`config.mk`:
```
export PLATFORM = sky130hd
export DESIGN_NAME = l2_irq_unit
export DESIGN_NICKNAME = d
export VERILOG_FILES = /design/src/rtl/l2irq_pkg.sv /design/src/rtl/l2irq_src_map.sv /design/src/rtl/l2irq_stat_bit.sv /design/src/rtl/l2irq_regport.sv /design/src/rtl/l2_irq_unit.sv
export SDC_FILE = /design/constraint.sdc
export NUM_CORES = 1
export LEC_CHECK = 0
export ABC_AREA = 0
export CORE_MARGIN = 2
export CORE_UTILIZATION = 55
export CTS_CLUSTER_SIZE = 10
export DETAILED_ROUTE_END_ITERATION = 7
export DONT_BUFFER_PORTS = 1
export PLACE_DENSITY = 0.7
export RECOVER_POWER = 100
export SYNTH_ARGS = -nofsm -noshare
export SYNTH_HDL_FRONTEND = slang
export SYNTH_SLANG_ARGS = --single-unit
export TNS_END_PERCENT = 100
```
`constraint.sdc`:
```
create_clock -name clk -period 5.3 [get_ports clk]
set_input_delay 1.325 -clock clk [delete_from_list [all_inputs] [get_ports clk]]
set_output_delay 1.325 -clock clk [all_outputs]
set_load 0.02 [all_outputs]
```
`src/rtl/l2irq_pkg.sv`:
```
package l2irq_pkg;
    localparam int SRC_N  = 9;
    localparam int ADDR_W = 12;
    localparam int DATA_W = 32;

    localparam int B_EVCNT   = 0;
    localparam int B_TAG_PAR = 1;
    localparam int B_DAT_PAR = 2;
    localparam int B_TAG_WR  = 3;
    localparam int B_DAT_WR  = 4;
    localparam int B_TAG_RD  = 5;
    localparam int B_DAT_RD  = 6;
    localparam int B_SLVERR  = 7;
    localparam int B_DECERR  = 8;

    localparam logic [ADDR_W-1:0] OFS_MASK  = 12'h214;
    localparam logic [ADDR_W-1:0] OFS_MSTAT = 12'h218;
    localparam logic [ADDR_W-1:0] OFS_RSTAT = 12'h21C;
    localparam logic [ADDR_W-1:0] OFS_CLEAR = 12'h220;

    typedef enum logic [2:0] {
        REG_NONE,
        REG_MASK,
        REG_MSTAT,
        REG_RSTAT,
        REG_CLEAR
    } reg_id_e;
endpackage

```
`src/rtl/l2irq_src_map.sv`:
```
module l2irq_src_map
    import l2irq_pkg::*;
(
    input  logic             ev_cnt_pls,
    input  logic             tag_rd_par_pls,
    input  logic             dat_rd_par_pls,
    input  logic             tag_wr_err_pls,
    input  logic             dat_wr_err_pls,
    input  logic             tag_rd_err_pls,
    input  logic             dat_rd_err_pls,
    input  logic             mem_slverr_pls,
    input  logic             mem_decerr_pls,
    output logic [SRC_N-1:0] set_vec
);
    always_comb begin
        set_vec            = '0;
        set_vec[B_EVCNT]   = ev_cnt_pls;
        set_vec[B_TAG_PAR] = tag_rd_par_pls;
        set_vec[B_DAT_PAR] = dat_rd_par_pls;
        set_vec[B_TAG_WR]  = tag_wr_err_pls;
        set_vec[B_DAT_WR]  = dat_wr_err_pls;
        set_vec[B_TAG_RD]  = tag_rd_err_pls;
        set_vec[B_DAT_RD]  = dat_rd_err_pls;
        // downstream decode errors are filed as slave errors
        set_vec[B_SLVERR]  = mem_slverr_pls | mem_decerr_pls;
        set_vec[B_DECERR]  = 1'b0;
    end
endmodule

```
`src/rtl/l2irq_stat_bit.sv`:
```
module l2irq_stat_bit (
    input  logic clk,
    input  logic rst_n,
    input  logic set_i,
    input  logic clr_i,
    output logic raw_o
);
    always_ff @(posedge clk or negedge rst_n) begin
        if (!rst_n)     raw_o <= 1'b0;
        else if (set_i) raw_o <= 1'b1;
        else if (clr_i) raw_o <= 1'b0;
    end

    // a pulse beats a same-cycle clear
    a_r5_set_wins: assert property (@(posedge clk) disable iff (!rst_n)
        set_i |=> raw_o);
    // a clear without a pulse drops the bit
    a_r4_clear_drops: assert property (@(posedge clk) disable iff (!rst_n)
        (clr_i && !set_i) |=> !raw_o);
    // with neither, the bit holds
    a_r3_sticky: assert property (@(posedge clk) disable iff (!rst_n)
        (!clr_i && !set_i) |=> $stable(raw_o));
endmodule

```
`src/rtl/l2irq_regport.sv`:
```
module l2irq_regport
    import l2irq_pkg::*;
(
    input  logic              clk,
    input  logic              rst_n,
    input  logic              reg_sel,
    input  logic              reg_wr,
    input  logic [ADDR_W-1:0] reg_addr,
    input  logic [DATA_W-1:0] reg_wdata,
    input  logic [SRC_N-1:0]  raw_i,
    input  logic [SRC_N-1:0]  mstat_i,
    output logic [SRC_N-1:0]  mask_o,
    output logic [SRC_N-1:0]  clr_o,
    output logic [DATA_W-1:0] reg_rdata
);
    reg_id_e             reg_id;
    logic                wr_en;
    logic                rd_en;
    logic [SRC_N-1:0]    rd_val;
    logic [DATA_W-1:0]   rd_word;
    logic [DATA_W-SRC_N-1:0] unused_wdata_hi;

    assign unused_wdata_hi = reg_wdata[DATA_W-1:SRC_N];
    assign wr_en = reg_sel &  reg_wr;
    assign rd_en = reg_sel & ~reg_wr;

    always_comb begin
        unique case (reg_addr)
            OFS_MASK:  reg_id = REG_MASK;
            OFS_MSTAT: reg_id = REG_MSTAT;
            OFS_RSTAT: reg_id = REG_RSTAT;
            OFS_CLEAR: reg_id = REG_CLEAR;
            default:   reg_id = REG_NONE;
        endcase
    end

    always_comb begin
        unique case (reg_id)
            REG_MASK:  rd_val = mask_o;
            REG_MSTAT: rd_val = mstat_i;
            REG_RSTAT: rd_val = raw_i;
            default:   rd_val = '0;
        endcase
        rd_word = {{(DATA_W-SRC_N){1'b0}}, rd_val};
    end

    assign clr_o = (wr_en && reg_id == REG_CLEAR) ? reg_wdata[SRC_N-1:0] : '0;

    always_ff @(posedge clk or negedge rst_n) begin
        if (!rst_n)                          mask_o <= '0;
        else if (wr_en && reg_id == REG_MASK) mask_o <= reg_wdata[SRC_N-1:0];
    end

    always_ff @(posedge clk or negedge rst_n) begin
        if (!rst_n)     reg_rdata <= '0;
        else if (rd_en) reg_rdata <= rd_word;
    end

    // a write elsewhere leaves the mask alone
    a_r9_mask_guard: assert property (@(posedge clk) disable iff (!rst_n)
        !(wr_en && reg_addr == OFS_MASK) |=> $stable(mask_o));
    // read data holds between reads
    a_r10_rdata_hold: assert property (@(posedge clk) disable iff (!rst_n)
        !rd_en |=> $stable(reg_rdata));
    // upper read bits are always zero
    a_r9_upper_zero: assert property (@(posedge clk) disable iff (!rst_n)
        reg_rdata[DATA_W-1:SRC_N] == '0);
endmodule

```
`src/rtl/l2_irq_unit.sv`:
```
module l2_irq_unit
    import l2irq_pkg::*;
(
    input  logic        clk,
    input  logic        rst_n,
    input  logic        reg_sel,
    input  logic        reg_wr,
    input  logic [11:0] reg_addr,
    input  logic [31:0] reg_wdata,
    output logic [31:0] reg_rdata,
    input  logic        ev_cnt_pls,
    input  logic        tag_rd_par_pls,
    input  logic        dat_rd_par_pls,
    input  logic        tag_wr_err_pls,
    input  logic        dat_wr_err_pls,
    input  logic        tag_rd_err_pls,
    input  logic        dat_rd_err_pls,
    input  logic        mem_slverr_pls,
    input  logic        mem_decerr_pls,
    output logic [8:0]  irq_line,
    output logic        irq_any
);
    logic [SRC_N-1:0] set_vec;
    logic [SRC_N-1:0] clr_vec;
    logic [SRC_N-1:0] raw_q;
    logic [SRC_N-1:0] mask_q;
    logic [SRC_N-1:0] mstat;

    l2irq_src_map u_map (
        .ev_cnt_pls     (ev_cnt_pls),
        .tag_rd_par_pls (tag_rd_par_pls),
        .dat_rd_par_pls (dat_rd_par_pls),
        .tag_wr_err_pls (tag_wr_err_pls),
        .dat_wr_err_pls (dat_wr_err_pls),
        .tag_rd_err_pls (tag_rd_err_pls),
        .dat_rd_err_pls (dat_rd_err_pls),
        .mem_slverr_pls (mem_slverr_pls),
        .mem_decerr_pls (mem_decerr_pls),
        .set_vec        (set_vec)
    );

    for (genvar i = 0; i < SRC_N; i++) begin : g_bit
        l2irq_stat_bit u_bit (
            .clk   (clk),
            .rst_n (rst_n),
            .set_i (set_vec[i]),
            .clr_i (clr_vec[i]),
            .raw_o (raw_q[i])
        );
    end

    assign mstat    = raw_q & mask_q;
    assign irq_line = mstat;
    assign irq_any  = |irq_line;

    l2irq_regport u_port (
        .clk       (clk),
        .rst_n     (rst_n),
        .reg_sel   (reg_sel),
        .reg_wr    (reg_wr),
        .reg_addr  (reg_addr),
        .reg_wdata (reg_wdata),
        .raw_i     (raw_q),
        .mstat_i   (mstat),
        .mask_o    (mask_q),
        .clr_o     (clr_vec),
        .reg_rdata (reg_rdata)
    );

    // decode error lands on the slave-error bit
    a_r6_decerr_map: assert property (@(posedge clk) disable iff (!rst_n)
        mem_decerr_pls |=> raw_q[B_SLVERR]);
    // decode-error bit never set by hardware
    a_r6_bit8_idle: assert property (@(posedge clk) disable iff (!rst_n)
        !raw_q[B_DECERR]);
    // combined line follows the per-source lines
    a_r8_any: assert property (@(posedge clk) disable iff (!rst_n)
        irq_any == (irq_line != '0));
    // each pulse sets its raw bit
    a_r3_set: assert property (@(posedge clk) disable iff (!rst_n)
        ev_cnt_pls |=> raw_q[B_EVCNT]);
endmodule

```
# --- After elaboration in Yosys (flattened, before gate mapping) ---
# Index checks and enable logic that the tools add are counted.
totals:
  out_inout_bits: 42
  inputBits: 57
  wordCells: 53
  register_bits: 26
op_classes:
  mux: 19
  n_bitwise: 5
  n_eq_ne: 8
  reduce_logical: 11
op_table:
  columns: ["operator", "n"]
  rows:
  - ["12-bit by 10-bit equality test with 1-bit output, second input constant", 4]
  - ["9-bit one-hot mux with 3 select lines", 1]
  - ["1-bit two-way mux", 16]
  - ["2-bit nonzero test", 8]
  - ["3-bit one-hot mux with 4 select lines", 1]
  - ["8-bit by 9-bit bitwise AND with 9-bit output", 1]
  - ["9-bit OR reduction", 1]
  - ["8-bit two-way mux", 1]
  - ["3-bit by 2-bit equality test with 1-bit output, second input constant", 2]
  - ["3-bit by 1-bit equality test with 1-bit output, second input constant", 1]
  - ["3-bit equality test, second input constant", 1]
  - ["1-bit bitwise AND", 2]
  - ["1-bit logical AND", 2]
  - ["1-bit inverter", 1]
  - ["1-bit bitwise OR", 1]

# --- Depth between registers and ports, before layout ---
# Gate-level depths: netlist of the first run.
logic_depth:
  ltp_word: 7
  mapped_depth: 5
  mapped_depth_nobuf: 3

# --- Cells and area by module ---
# From an unflattened synthesis of the first run, not the netlist that was laid out.
unflattened:
  hier_cells: 161
  area_unflattened_um2: 1681.6
by_module_without_submodules:
  columns: ["module", "seq_area_each_um2", "n_inst", "cells_each", "area_each_um2"]
  rows:
  - ["l2irq_regport", 450.4, 1, 110, 1188.6]
  - ["l2irq_stat_bit", 25.0, 9, 3, 36.3]
  - ["l2_irq_unit", 0.0, 1, 14, 96.3]
  - ["l2irq_src_map", 0.0, 1, 10, 70.1]

# --- Worst setup path after synthesis of the first run ---
# Ideal clock, no wire load.
synth_path:
  path_kind: "register to output"
  startpoint: "register u_port.mask_o[3]"
  endpoint: "output port irq_any"
  required_ns: 3.975
  setup_slack_ns: 2.347
  stages_incl_launch_ff: 4
  arrival_ns: 1.628
  path_buffers: 0
  cell_sequence: "dfrtp_1 > and2_1 > or4_1 > or4_1"
synth_between:
  elab_chain_len: 2
synth_rtl:
  columns: ["element", "line", "text"]
  rows:
  - ["start, declared", "l2irq_regport.sv:12", "output logic [SRC_N-1:0] mask_o,"]
  - ["start signal, assigned", "l2irq_regport.sv:51", "else if (wr_en && reg_id == REG_MASK) mask_o <= reg_wdata[SRC_N-1:0];"]
  - ["8-bit by 9-bit bitwise AND with 9-bit output", "l2_irq_unit.sv:52", "assign mstat = raw_q & mask_q;"]
  - ["via irq_line[3]", "l2_irq_unit.sv:20", "output logic [8:0] irq_line,"]
  - ["9-bit OR reduction", "l2_irq_unit.sv:54", "assign irq_any = |irq_line;"]
  - ["end, declared", "l2_irq_unit.sv:21", "output logic irq_any"]
# The timed path passes the listed nets, and every way through them passes these cells.

# --- Worst setup path in the final report of the first run ---
layout_path:
  startpoint: "input port reg_addr[7]"
  endpoint: "register u_port.mask_o[0]"
layout_between:
  elab_chain_len: 4
  word_cells_on_any_way: 7
  cone_classes: "eq/ne: 5; mux: 1; reduce/logical: 1"
layout_rtl:
  columns: ["element", "line", "text"]
  rows:
  - ["start, declared", "l2_irq_unit.sv:8", "input logic [11:0] reg_addr,"]
  - ["12-bit by 10-bit equality test with 1-bit output", "l2irq_regport.sv:28", "unique case (reg_addr)"]
  - ["3-bit one-hot mux with 4 select lines *", "l2irq_regport.sv:28", null]
  - ["3-bit by 1-bit equality test with 1-bit output *", "l2irq_regport.sv:51", null]
  - ["1-bit logical AND *", "l2irq_regport.sv:51", null]
# Mark *: on every way between the ends. The rest lies on a longest branch, timed or not.
# A chain may end at the register's enable or synchronous reset.

==> flow_results.xml, run 1 <==
<?xml version="1.0" encoding="UTF-8"?>
<metrics>
  <group name="die">
    <metric name="initial_core_util" unit="">0.570</metric>
    <metric name="placementRows" unit="">19</metric>
    <metric name="io-pin-count" unit="">99</metric>
    <metric name="die-area" unit="sq um">3270</metric>
    <metric name="fp.coreArea" unit="sq um">2730</metric>
    <metric name="die_width" unit="microns">57.2</metric>
    <metric name="die_y" unit="microns">57.2</metric>
  </group>
  <group name="worst_setup_path">
    <metric name="worstPathArrival" unit="ps">3900</metric>
    <metric name="timing.rr.end" unit="">u_port.reg_rdata[2]</metric>
    <metric name="crit_type" unit="">input port to flip-flop</metric>
    <metric name="cp.buffers_inverters" unit="">0</metric>
    <metric name="reg2reg_from" unit="">u_port.mask_o[2]</metric>
    <metric name="critical_path_peak_fanout" unit="">9</metric>
    <metric name="critical_path.max_stage_delay" unit="ps">1540</metric>
    <metric name="cp_top_family" unit="">simple AND/OR/NAND/NOR gates</metric>
    <metric name="slowest_stage" unit="">nor4_1</metric>
    <metric name="critPathCaptureType" unit="">flip-flop</metric>
    <metric name="r2r.worst_path.cells" unit="">3</metric>
    <metric name="timing.reg2reg.setup_slack" unit="ps">4020</metric>
    <metric name="timing.critical_path.required" unit="ps">5520</metric>
    <metric name="start_kind" unit="">input port</metric>
    <metric name="path_cells" unit="">or4b_1 -&gt; nor4_1 -&gt; mux2_2</metric>
  </group>
  <group name="placement">
    <metric name="post-dp-hpwl" unit="microns">2240</metric>
    <metric name="globalplace.congestion" unit="">0.718</metric>
    <metric name="port_buffer_cells" unit="">0</metric>
    <metric name="placement.setup.worst_slack" unit="ps">2180</metric>
  </group>
  <group name="clock_tree">
    <metric name="cts-hold-fix-buffers" unit="">0</metric>
    <metric name="cts_setup_buffers" unit="">0</metric>
    <metric name="worst_setup_hold_path_clk_slew" unit="ps">140</metric>
    <metric name="htree_levels" unit="">1</metric>
    <metric name="clock_sink_count" unit="">26</metric>
    <metric name="clk_path_buf_depth" unit="">2</metric>
    <metric name="cts_tree" unit="">built</metric>
    <metric name="cts-buffers-inserted" unit="">3</metric>
    <metric name="insertion_delay" unit="ps">320</metric>
    <metric name="clk_root_buffer_cell" unit="">clkbuf_4</metric>
    <metric name="post_cts.resized_instances" unit="">0</metric>
  </group>
  <group name="global_routing">
    <metric name="gr-total-overflow" unit="">0</metric>
    <metric name="grt_antenna_before_repair" unit="">0</metric>
    <metric name="grt_max_degree" unit="">27</metric>
    <metric name="first_pass_grt_wire_length" unit="microns">4590</metric>
    <metric name="first_global_vias" unit="">958</metric>
    <metric name="gr-usage-all-layers" unit="">0.181</metric>
  </group>
  <group name="hold_path">
    <metric name="holdPathEnd" unit="">u_port.mask_o[8]</metric>
    <metric name="path_type_of_the_worst_min_delay_path" unit="">flip-flop to flip-flop</metric>
    <metric name="worst_hold_startpoint" unit="">u_port.mask_o[8]</metric>
    <metric name="hold_path_depth" unit="">1</metric>
  </group>
  <group name="routing">
    <metric name="detail_route.wl_per_cell" unit="microns">16.2</metric>
    <metric name="routed_wl" unit="microns">2860</metric>
    <metric name="dr.first_iter.drc_count" unit="">22</metric>
    <metric name="final_antenna_net_count" unit="">0</metric>
    <metric name="post-route-drc-count" unit="">0</metric>
    <metric name="vias_per_cell" unit="">5.65</metric>
    <metric name="detailroute.via_count" unit="">995</metric>
    <metric name="drt_first_pass_iters" unit="">4</metric>
  </group>
  <group name="yosys">
    <metric name="netlist_area" unit="sq um">1560</metric>
    <metric name="seq_area_frac_synth" unit="">0.418</metric>
    <metric name="synthesis.area_per_instance" unit="sq um">10.5</metric>
    <metric name="synth.ff_latch_count" unit="">26</metric>
    <metric name="yosysWarnings" unit="">0</metric>
    <metric name="synth_cells" unit="">148</metric>
    <metric name="synth.lib_cells_used.distinct" unit="">25</metric>
  </group>
  <group name="finish">
    <metric name="layout-area-overhead-vs-synth" unit="%">-5.70</metric>
    <metric name="antenna_cells" unit="">0</metric>
    <metric name="layout_cells_sized_above_1" unit="">0.186</metric>
    <metric name="mostFrequentLayoutCells" unit="">26 x dfrtp_1, 24 x conb_1, 15 x mux2_2</metric>
    <metric name="combined_area_of_the_multi_input_logic_cells" unit="sq um">713</metric>
    <metric name="fill_cells" unit="">264</metric>
    <metric name="regArea" unit="sq um">651</metric>
    <metric name="final_common_cell" unit="">dfrtp_1</metric>
    <metric name="post-route-util" unit="">0.537</metric>
    <metric name="fin_nets" unit="">203</metric>
  </group>
  <group name="timing">
    <metric name="finalWorstSetupSlack" unit="ps">1620</metric>
    <metric name="final.period_utilization" unit="">0.695</metric>
    <metric name="fin_worst_skew" unit="ps">4.90</metric>
    <metric name="setup-tns-final" unit="ps">0</metric>
    <metric name="worstMarginPinSlew" unit="ps">1880</metric>
    <metric name="hold_viol" unit="">0</metric>
    <metric name="whs" unit="ps">533</metric>
    <metric name="layout_min_cycle_time" unit="ps">3680</metric>
    <metric name="drv_slew" unit="">19</metric>
    <metric name="timing.final.setup_violations" unit="">0</metric>
    <metric name="rsz0062_at_grt" unit="">false</metric>
    <metric name="fmax" unit="MHz">271</metric>
    <metric name="worst_slew_margin_rel" unit="">-0.264</metric>
  </group>
  <group name="job">
    <metric name="max_cap_violations" unit="">2</metric>
  </group>
  <group name="power">
    <metric name="static-leakage-power" unit="nW">0.661</metric>
    <metric name="vdd_ir_drop_max" unit="mV">0.159</metric>
    <metric name="design_power_total" unit="mW">0.329</metric>
    <metric name="powerDensity" unit="nW/um^2">224</metric>
  </group>
  <group name="outcome">
    <metric name="outcome" unit="">finished with violations</metric>
    <metric name="violated_checks" unit="">capacitance limit, slew limit</metric>
  </group>
</metrics>
## sequential cells by signal, indices dropped and copies added (netlist names)
signal             count
u_port.mask_o          9
u_port.reg_rdata       9
g_bit.u_bit.raw_o      8
## logic make-up (layout without fill, tap and decap cells)
logic type	count (synthesis)	after routing	share of synthesized area
flops	26	26	0.418
compound gates	25	25	0.141
mux	17	17	0.123
other cells	1	24	0.00241
simple gates	41	41	0.162
buf+inv	38	12	0.154
## cell type report
type                            count  share of cell area
Inverter                            8              0.0204
Tap cell                           31              0.0264
Clock buffer                        4              0.0247
Multi-Input combinational cell    107               0.486
Sequential cell                    26               0.443
## report_power, final
part,internal (mW),switching (mW),leakage [nW]
combinational,0.00759,0.0224,0.319
clock,0.0420,0.0583,0.0210
sequential,0.199,0.000140,0.322
total,0.248,0.0808,0.661
## layer usage
layer,part of all wire,GRT usage,up-vias
met5,0,0,-
met4,0.0067,0.0664,0
met3,0.085,0.0658,2
met2,0.50,0.286,54
met1,0.41,0.230,470
li1,-,-,469
## synth_stat cells, drive strengths merged
library cell / instances / area, sq um
conb: 1 / 3.75
nor3: 1 / 5.00
buf: 25 / 191
nand2: 8 / 30.0
mux2: 17 / 191
a22o: 1 / 8.76
inv: 8 / 30.0
and2: 8 / 50.1
nor4: 3 / 40.0
or4: 4 / 33.8
o31ai: 8 / 100
or2: 1 / 6.26
clkbuf: 5 / 18.8
dfrtp: 26 / 651
a31oi: 8 / 50.1
nand3b: 2 / 15.0
or4b: 1 / 13.8
nand2b: 2 / 12.5
a22oi: 8 / 60.1
nor2: 10 / 37.5
or3b: 1 / 8.76
## worst max-delay path by stage
stage	start	end	slack [ps]	cells after the start
finish	reg_addr[7]	u_port.mask_o[0]	1620	3
floorplan	u_port.mask_o[3]	irq_any	2350	3
global placement	reg_addr[7]	u_port.mask_o[0]	2200	3
global route	reg_addr[7]	u_port.mask_o[0]	1440	3
detailed placement	reg_addr[7]	u_port.mask_o[4]	2180	3
CTS	u_port.mask_o[3]	irq_any	1880	3
## through the flow
stage	area (sq um)	instances
2_1_floorplan	1640	171
3_3_place_gp	1470	172
3_5_place_dp	1470	172
4_1_cts	1510	176
5_1_grt	1470	176
6_report	1470	176
No activity file was read; power rests on OpenSTA's default activity.
==> run 2: changes to the inputs <==
==> constraint.sdc (replaced) <==
create_clock -name clk -period 3.85 [get_ports clk]
set_input_delay 0.9625 -clock clk [delete_from_list [all_inputs] [get_ports clk]]
set_output_delay 0.9625 -clock clk [all_outputs]
set_load 0.02 [all_outputs]
==> run 2 against run 1 <==
  * The flow still finishes with violations (capacitance limit, slew limit)
  * Register-to-register slack got worse by 1400 ps
  * Die area unchanged
  * First-iteration DRC count increased by 23%
  * Wire length about the same
  * Critical path type is now flip-flop to primary output
  * Largest power group unchanged
  * Highest routed layer unchanged
==> flow_results.xml, run 2 (synthesized netlist as in run 1, its figures left out) <==
<?xml version="1.0" encoding="UTF-8"?>
<metrics>
  <group name="outcome">
    <metric name="outcome" unit="">finished with violations</metric>
    <metric name="violated_checks" unit="">capacitance limit, slew limit</metric>
  </group>
  <group name="finish">
    <metric name="combined_area_of_the_multi_input_logic_cells" unit="sq um">719</metric>
    <metric name="antenna_cells" unit="">0</metric>
    <metric name="layout_cells_sized_above_1" unit="">0.207</metric>
    <metric name="fin_nets" unit="">203</metric>
    <metric name="final_common_cell" unit="">dfrtp_1</metric>
    <metric name="fill_cells" unit="">265</metric>
    <metric name="layout-area-overhead-vs-synth" unit="%">-5.30</metric>
    <metric name="regArea" unit="sq um">651</metric>
    <metric name="mostFrequentLayoutCells" unit="">26 x dfrtp_1, 24 x conb_1, 17 x mux2_2</metric>
    <metric name="layout_top_registers" unit="">u_port.mask_o x9, u_port.reg_rdata x9, g_bit.u_bit.raw_o x8</metric>
  </group>
  <group name="timing">
    <metric name="hold_viol" unit="">0</metric>
    <metric name="setup-tns-final" unit="ps">0</metric>
    <metric name="rsz0062_at_grt" unit="">false</metric>
    <metric name="fmax" unit="MHz">323</metric>
    <metric name="worstMarginPinSlew" unit="ps">1560</metric>
    <metric name="finalWorstSetupSlack" unit="ps">750</metric>
    <metric name="timing.final.setup_violations" unit="">0</metric>
    <metric name="final.period_utilization" unit="">0.805</metric>
    <metric name="drv_slew" unit="">9</metric>
    <metric name="fin_worst_skew" unit="ps">3.86</metric>
    <metric name="whs" unit="ps">313</metric>
    <metric name="layout_min_cycle_time" unit="ps">3100</metric>
    <metric name="worst_slew_margin_rel" unit="">-0.0476</metric>
  </group>
  <group name="clock_tree">
    <metric name="insertion_delay" unit="ps">320</metric>
    <metric name="cts_tree" unit="">built</metric>
    <metric name="post_cts.resized_instances" unit="">0</metric>
    <metric name="cts-buffers-inserted" unit="">3</metric>
    <metric name="htree_levels" unit="">1</metric>
    <metric name="cts-hold-fix-buffers" unit="">0</metric>
    <metric name="clock_sink_count" unit="">26</metric>
    <metric name="clk_path_buf_depth" unit="">2</metric>
    <metric name="cts_setup_buffers" unit="">0</metric>
    <metric name="clk_root_buffer_cell" unit="">clkbuf_4</metric>
    <metric name="worst_setup_hold_path_clk_slew" unit="ps">140</metric>
  </group>
  <group name="worst_setup_path">
    <metric name="timing.reg2reg.setup_slack" unit="ps">2570</metric>
    <metric name="critPathCaptureType" unit="">primary output</metric>
    <metric name="start_kind" unit="">flip-flop</metric>
    <metric name="r2r.worst_path.cells" unit="">3</metric>
    <metric name="critical_path_peak_fanout" unit="">3</metric>
    <metric name="crit_type" unit="">flip-flop to primary output</metric>
    <metric name="reg2reg_from" unit="">u_port.mask_o[2]</metric>
    <metric name="worstPathArrival" unit="ps">2140</metric>
    <metric name="timing.rr.end" unit="">u_port.reg_rdata[2]</metric>
    <metric name="timing.critical_path.required" unit="ps">2890</metric>
    <metric name="startpoint" unit="">u_port.mask_o[2]</metric>
    <metric name="setup.worst_path.end" unit="">irq_any</metric>
  </group>
  <group name="placement">
    <metric name="post-dp-hpwl" unit="microns">2240</metric>
    <metric name="port_buffer_cells" unit="">0</metric>
    <metric name="placement.setup.worst_slack" unit="ps">1100</metric>
    <metric name="globalplace.congestion" unit="">0.718</metric>
  </group>
  <group name="power">
    <metric name="vdd_ir_drop_max" unit="mV">0.218</metric>
    <metric name="power_switching" unit="mW">0.111</metric>
    <metric name="clockPowerShare" unit="">0.305</metric>
    <metric name="sw_share" unit="">0.246</metric>
    <metric name="power.sequential.fraction" unit="">0.604</metric>
    <metric name="static-leakage-power" unit="nW">0.659</metric>
    <metric name="cell_internal_pwr" unit="mW">0.342</metric>
    <metric name="design_power_total" unit="mW">0.453</metric>
    <metric name="powerDensity" unit="nW/um^2">307</metric>
    <metric name="fraction_of_power_consumed_by_combinational_cells" unit="">0.091</metric>
  </group>
  <group name="global_routing">
    <metric name="first_pass_grt_wire_length" unit="microns">4590</metric>
    <metric name="first_global_vias" unit="">958</metric>
    <metric name="gr-usage-all-layers" unit="">0.181</metric>
    <metric name="gr-total-overflow" unit="">0</metric>
    <metric name="grt_antenna_before_repair" unit="">0</metric>
    <metric name="grt_max_degree" unit="">27</metric>
  </group>
  <group name="die">
    <metric name="placementRows" unit="">19</metric>
    <metric name="initial_core_util" unit="">0.570</metric>
    <metric name="die_y" unit="microns">57.2</metric>
    <metric name="io-pin-count" unit="">99</metric>
    <metric name="fp.coreArea" unit="sq um">2730</metric>
    <metric name="die_width" unit="microns">57.2</metric>
    <metric name="die-area" unit="sq um">3270</metric>
  </group>
  <group name="routing">
    <metric name="drt_first_pass_iters" unit="">4</metric>
    <metric name="post-route-drc-count" unit="">0</metric>
    <metric name="detail_route.wl_per_cell" unit="microns">16.2</metric>
    <metric name="vias_per_cell" unit="">5.60</metric>
    <metric name="dr.first_iter.drc_count" unit="">27</metric>
    <metric name="final_antenna_net_count" unit="">0</metric>
    <metric name="detailroute.via_count" unit="">986</metric>
    <metric name="routed_wl" unit="microns">2860</metric>
  </group>
  <group name="job">
    <metric name="max_cap_violations" unit="">1</metric>
  </group>
  <group name="hold_path">
    <metric name="path_type_of_the_worst_min_delay_path" unit="">input port to asynchronous set/reset pin</metric>
  </group>
</metrics>
==> run 2: cell types whose count changed in the layout (fill, tap and decap cells not counted) <==
cell and change:
mux2_2 +2, mux2_1 -2, nor4_1 -1, nor4_2 +1
==> run 2: power groups by stage <==
| stage | combinational (mW) | clock [mW] | sequential [mW] |
|---|---|---|---|
| 4_1_cts | 0.0424 | 0.144 | 0.274 |
| 3_5_place_dp | 0.0422 | 0 | 0.279 |
| 2_1_floorplan | 0.0626 | 0 | 0.279 |
| 5_1_grt | 0.0448 | 0.156 | 0.274 |
| 3_3_place_gp | 0.0419 | 0 | 0.279 |
| 6_report | 0.0415 | 0.138 | 0.274 |
==> run 2: layout make-up <==
cell class	count	share of cell area
Sequential cell	26	0.441
Tap cell	31	0.0263
Inverter	8	0.0204
Multi-Input combinational cell	107	0.488
Clock buffer	4	0.0246
==> run 2: layer usage <==
metal | track usage | routed length (microns)
met1 | 0.230 | 1180
met2 | 0.286 | 1430
met3 | 0.0658 | 228
met4 | 0.0664 | 19
met5 | 0 | 0
==> run 2: worst max-delay path, cell delays in order (launching register included) <==
cell	delay (ps)
dfrtp_1	420
and2_0	310
or4_1	540
or4_1	550
==> run 2: through the flow <==
stage                      util  instance area (sq um)  instances
after global routing      0.540                   1480        176
after detailed placement  0.539                   1470        172
final                     0.540                   1480        176
after floorplan               -                   1640        171
after CTS                 0.552                   1510        176
after global placement    0.539                   1470        172
==> run 2: worst min-delay path by stage <==
stage                          start                  end  slack, ps  cells after the start
floorplan           u_port.mask_o[8]     u_port.mask_o[8]        480                      1
global placement    u_port.mask_o[8]     u_port.mask_o[8]        490                      1
detailed placement  u_port.mask_o[8]     u_port.mask_o[8]        500                      1
CTS                            rst_n  u_port.reg_rdata[3]        300                      0
global route                   rst_n  u_port.reg_rdata[6]        270                      0
finish                         rst_n  u_port.reg_rdata[6]        310                      0
